File: src/rtl/pwr_mode_ctrl.sv
module pwr_mode_ctrl #(
  parameter int IRQ_W       = 4,
  parameter int WAKE_DELAY  = 8,
  parameter int SYNC_STAGES = 2
) (
  input  logic             clk,
  input  logic             rst_n,
  input  logic             ext_pwr_n,
  input  logic             batt_ok,
  input  logic             supply_good,
  input  logic             pwr_fail,
  input  logic             user_rst,
  input  logic             wake_pin,
  input  logic [IRQ_W-1:0] irq,
  input  logic             standby_wr,
  input  logic             halt_wr,
  output logic             cpu_rst_hold,
  output logic             cpu_clk_en,
  output logic [1:0]       mode
);

  localparam int CW = $clog2(WAKE_DELAY + 1);
  localparam logic [1:0] M_STBY = 2'b00;
  localparam logic [1:0] M_OPER = 2'b01;
  localparam logic [1:0] M_IDLE = 2'b10;

  logic [SYNC_STAGES:0] wake_sh;
  logic [CW-1:0]        cnt;
  logic [1:0]           nxt;

  wire wake_rise = wake_sh[SYNC_STAGES-1] & ~wake_sh[SYNC_STAGES];
  wire any_irq   = |irq;
  wire kill      = pwr_fail | user_rst;
  wire supply_ok = ~ext_pwr_n | (batt_ok & supply_good);
  wire warming   = cnt != '0;

  always_ff @(posedge clk or negedge rst_n)
    if (!rst_n) wake_sh <= '0;
    else        wake_sh <= {wake_sh[SYNC_STAGES-1:0], wake_pin};

  always_comb begin
    nxt = mode;
    unique case (mode)
      M_STBY: if (!kill && supply_ok && (any_irq || wake_rise)) nxt = M_OPER;
      M_OPER: if (kill || (!warming && standby_wr)) nxt = M_STBY;
              else if (!warming && halt_wr)         nxt = M_IDLE;
      M_IDLE: if (kill)         nxt = M_STBY;
              else if (any_irq) nxt = M_OPER;
      default: nxt = M_STBY;
    endcase
  end

  always_ff @(posedge clk or negedge rst_n)
    if (!rst_n) begin
      mode <= M_STBY;
      cnt  <= '0;
    end else begin
      mode <= nxt;
      if (mode == M_STBY && nxt == M_OPER) cnt <= CW'(WAKE_DELAY);
      else if (nxt == M_STBY)              cnt <= '0;
      else if (warming)                    cnt <= cnt - 1'b1;
    end

  assign cpu_rst_hold = (mode == M_STBY) | warming;
  assign cpu_clk_en   = (mode == M_OPER) & ~warming;

  assert_mode_legal_R12: assert property (@(posedge clk) disable iff (!rst_n)
    mode != 2'b11);

  assert_standby_outputs_R1: assert property (@(posedge clk) disable iff (!rst_n)
    mode == M_STBY |-> cpu_rst_hold && !cpu_clk_en);

  assert_idle_outputs_R7: assert property (@(posedge clk) disable iff (!rst_n)
    mode == M_IDLE |-> !cpu_rst_hold && !cpu_clk_en);

  assert_start_gated_R2: assert property (@(posedge clk) disable iff (!rst_n)
    (mode == M_OPER && $past(mode) == M_STBY) |->
      ($past(supply_ok) && !$past(kill) && cpu_rst_hold));

  assert_kill_priority_R9: assert property (@(posedge clk) disable iff (!rst_n)
    (mode != M_STBY && kill) |=> mode == M_STBY);

  assert_warmup_hold_R11: assert property (@(posedge clk) disable iff (!rst_n)
    (mode == M_OPER && cpu_rst_hold && !kill) |=> mode == M_OPER);

endmodule

File: config.mk
export PLATFORM = sky130hd
export DESIGN_NAME = pwr_mode_ctrl
export DESIGN_NICKNAME = d
export VERILOG_FILES = /design/src/rtl/pwr_mode_ctrl.sv
export SDC_FILE = /design/constraint.sdc
export NUM_CORES = 1
export LEC_CHECK = 0
export BUFFER_PORTS_ARGS = -buffer_cell sky130_fd_sc_hd__buf_2
export CAP_MARGIN = 10
export CORE_AREA = 2 2 39 41
export DETAILED_ROUTE_END_ITERATION = 8
export DIE_AREA = 0 0 41 43
export GPL_TIMING_DRIVEN = 0
export PLACE_DENSITY = 0.72
export SLEW_MARGIN = 20
export SYNTH_ARGS = -nofsm -noshare
export SYNTH_HDL_FRONTEND = slang
export SYNTH_SLANG_ARGS = --single-unit
File: constraint.sdc
create_clock -name clk -period 1.3 [get_ports clk]
set_input_delay 0.065 -clock clk [delete_from_list [all_inputs] [get_ports clk]]
set_output_delay 0.065 -clock clk [all_outputs]
set_load 0.01 [all_outputs]
==> results.json <==
{
  "outcome": "finished with violations",
  "violations": "negative setup slack",
  "yosysWarnings": 0,
  "synth_edf_count": 0,
  "clockRootBuffer": "clkbuf_4",
  "initial_utilization": 0.361,
  "cts_tree": "built",
  "hold_path.startpoint": "irq[2]",
  "final-max-slew-violation-count": 0,
  "reg2reg_slack_ns": -0.22,
  "min_period_ns": 1.63,
  "ant_nets": 0,
  "wirelength_um": 1200,
  "ios": 18,
  "power_leakage_nw": 0.362,
  "end_kind": "primary output",
  "rsz0062_at_grt": "true",
  "slew_headroom": 0.772,
  "grt_max_degree": 10,
  "rows": 14,
  "worst_setup_path_start_kind": "flop",
  "layout-drive-gt1-share": 0.640,
  "hold_depth": 3,
  "hold_class": "input port to flop",
  "dpl_cell_area_um2": 626,
  "antenna_found_initial": 0,
  "hold-path-endpoint": "mode[1]",
  "grt_pass1_vias": 491,
  "fp.dieW_um": 41,
  "design_area_um2": 812,
  "timing.rr.end": "cnt[1]",
  "ys_seq_area_frac": 0.451,
  "tightest_slew_ns": 0.338,
  "drt_iter0_drc": 2,
  "clock_latency_ns": 0.26,
  "gp_congestion": 0.616,
  "synth_seq_cells": 9,
  "synth_ff_type": "dfrtp_1",
  "syn_nets": 58,
  "hold_slack_ns": 0.113,
  "final_hold_viol_count": 0,
  "clk_path_buf_depth": 2,
  "route.vias.total": 461,
  "portBuffers": 17,
  "cap_violations": 0,
  "syn_inst": 42,
  "setup_viol": 4,
  "first_pass_iters": 3,
  "die-height_um": 43,
  "diodes": 0,
  "synth_top_cell_by_area": "dfrtp_1",
  "ys_top_cells_by_area": "dfrtp_1 (45%), nor4b_4 (9.5%), ha_1 (5.0%), nand4bb_1 (4.5%), xnor2_1 (3.5%)",
  "cts_buffers": 3,
  "fin_crit_sh": 1.25,
  "synth_top_area_frac": 0.451,
  "cts_max_level": 1,
  "finalNetCount": 92,
  "syn2layout_area_growth_pct": 62.7,
  "wire_per_inst_um": 13.2,
  "power_density_nw_per_um2": 772,
  "syn_avg_cell_area_um2": 11.9,
  "required_ns": 1.24,
  "max_freq_ghz": 0.614,
  "viasPerCell": 5.07,
  "yosysMostFrequentCell": "dfrtp_1",
  "yosys-top-cells-count": "dfrtp_1 (9), inv_1 (3), nor2_1 (3)",
  "grt-ovfl-total": 0,
  "path_max_fanout": 2,
  "cp.arrival_ns": 1.56,
  "die-area_um2": 1760,
  "synth_cell_types": 23,
  "clk_pin_slew_ns": 0.06,
  "worstReg2RegStart": "cnt[1]",
  "ir_drop_mv": 0.454,
  "fin_ws_ns": -0.329,
  "cts.sinks": 9,
  "gr-usage-all-layers": 0.171,
  "drc": 0,
  "final_core_util": 0.587,
  "core-area_um2": 1380,
  "pre_cts_slack_ns": -0.165,
  "dp_hpwl_um": 740,
  "r2r_cells": 6,
  "finClkSkew_ns": 0.00890,
  "syn-cell-area_um2": 499,
  "power_mw": 0.627,
  "critPathKind": "flop to primary output",
  "synthArstFlopShare": 1.00,
  "grt_pass1_wl_um": 1970
}
-- worst max path at each step --
| stage | from | to | slack [ns] |
|---|---|---|---|
| after floorplan | cnt[1] | cnt[1] | -0.02 |
| after global placement | cnt[1] | cpu_clk_en | -0.15 |
| after detailed placement | cnt[1] | cpu_clk_en | -0.17 |
| after CTS | cnt[0] | cpu_clk_en | -0.32 |
| after global routing | cnt[1] | cpu_clk_en | -0.41 |
| final | cnt[1] | cpu_clk_en | -0.33 |
-- through the flow --
stage / cells / setup TNS [ns]
final: 91 / -0.830
after CTS: 87 / -0.657
after global routing: 91 / -1.24
after global placement: 75 / -0.557
after floorplan: 42 / -0.0376
after detailed placement: 75 / -0.685
-- flip-flops by register name (all words and copies together), names as in the netlist --
name,count
mode,2
wake_sh,3
cnt,4
-- power by group --
part	internal, mW	switching [mW]	total [mW]
Sequential	0.289	0.0107	0.300
Clock	0.118	0.0982	0.216
Combinational	0.0638	0.0472	0.111
-- cell usage in the layout, fill, tap and decap left out, drive strengths merged --
cell,count
nor2,3
a32oi,1
o21ai,2
nor3b,2
mux2i,1
nor4b,2
a21oi,1
o22ai,1
inv,3
or4,1
nand4bb,2
o211ai,1
nor3,2
dlygate4sd3,2
a211oi,1
or3b,1
buf,27
ha,2
clkbuf,4
nand2,2
nor4,1
nor2b,1
dfrtp,9
xnor2,2
a21bo,1
-- routing by layer --
layer	wire, um	GRT usage	part of all wire
met5	0	0	0
met4	18	0.0800	0.015
met3	54	0.0628	0.045
met2	684	0.316	0.57
met1	447	0.146	0.37
-- kinds of logic after synthesis --
family          Yosys count  share of synthesized area
flops                     9                      0.451
mux                       1                     0.0201
buf+inv                   3                     0.0226
xor+xnor                  2                     0.0351
fa+ha+maj                 2                     0.0501
simple gates             17                      0.293
compound gates            8                      0.128
-- critical path, cell delays in order (launching register included) --
cell and delay (ns):
dfrtp_1 0.39, inv_2 0.08, ha_4 0.12, or3b_4 0.39, nor3b_4 0.17, buf_2 0.15
-- final cells by class --
type	count	area [um^2]
Fill cell	114	572
Multi-Input combinational cell	30	345
Sequential cell	9	225
Timing Repair Buffer	29	184
Clock buffer	4	26.3
Tap cell	16	20.0
Inverter	3	11.3
-- timing repair --
action	CTS	global route
pin swaps	3	5
cloned	0	0
hold buffers	2	0
resized for setup	7	4
buffers inserted	6	4
setup endpoints to repair	6	7
endpoints found under the hold margin	10	0
No activity file was read; power rests on OpenSTA's default activity.
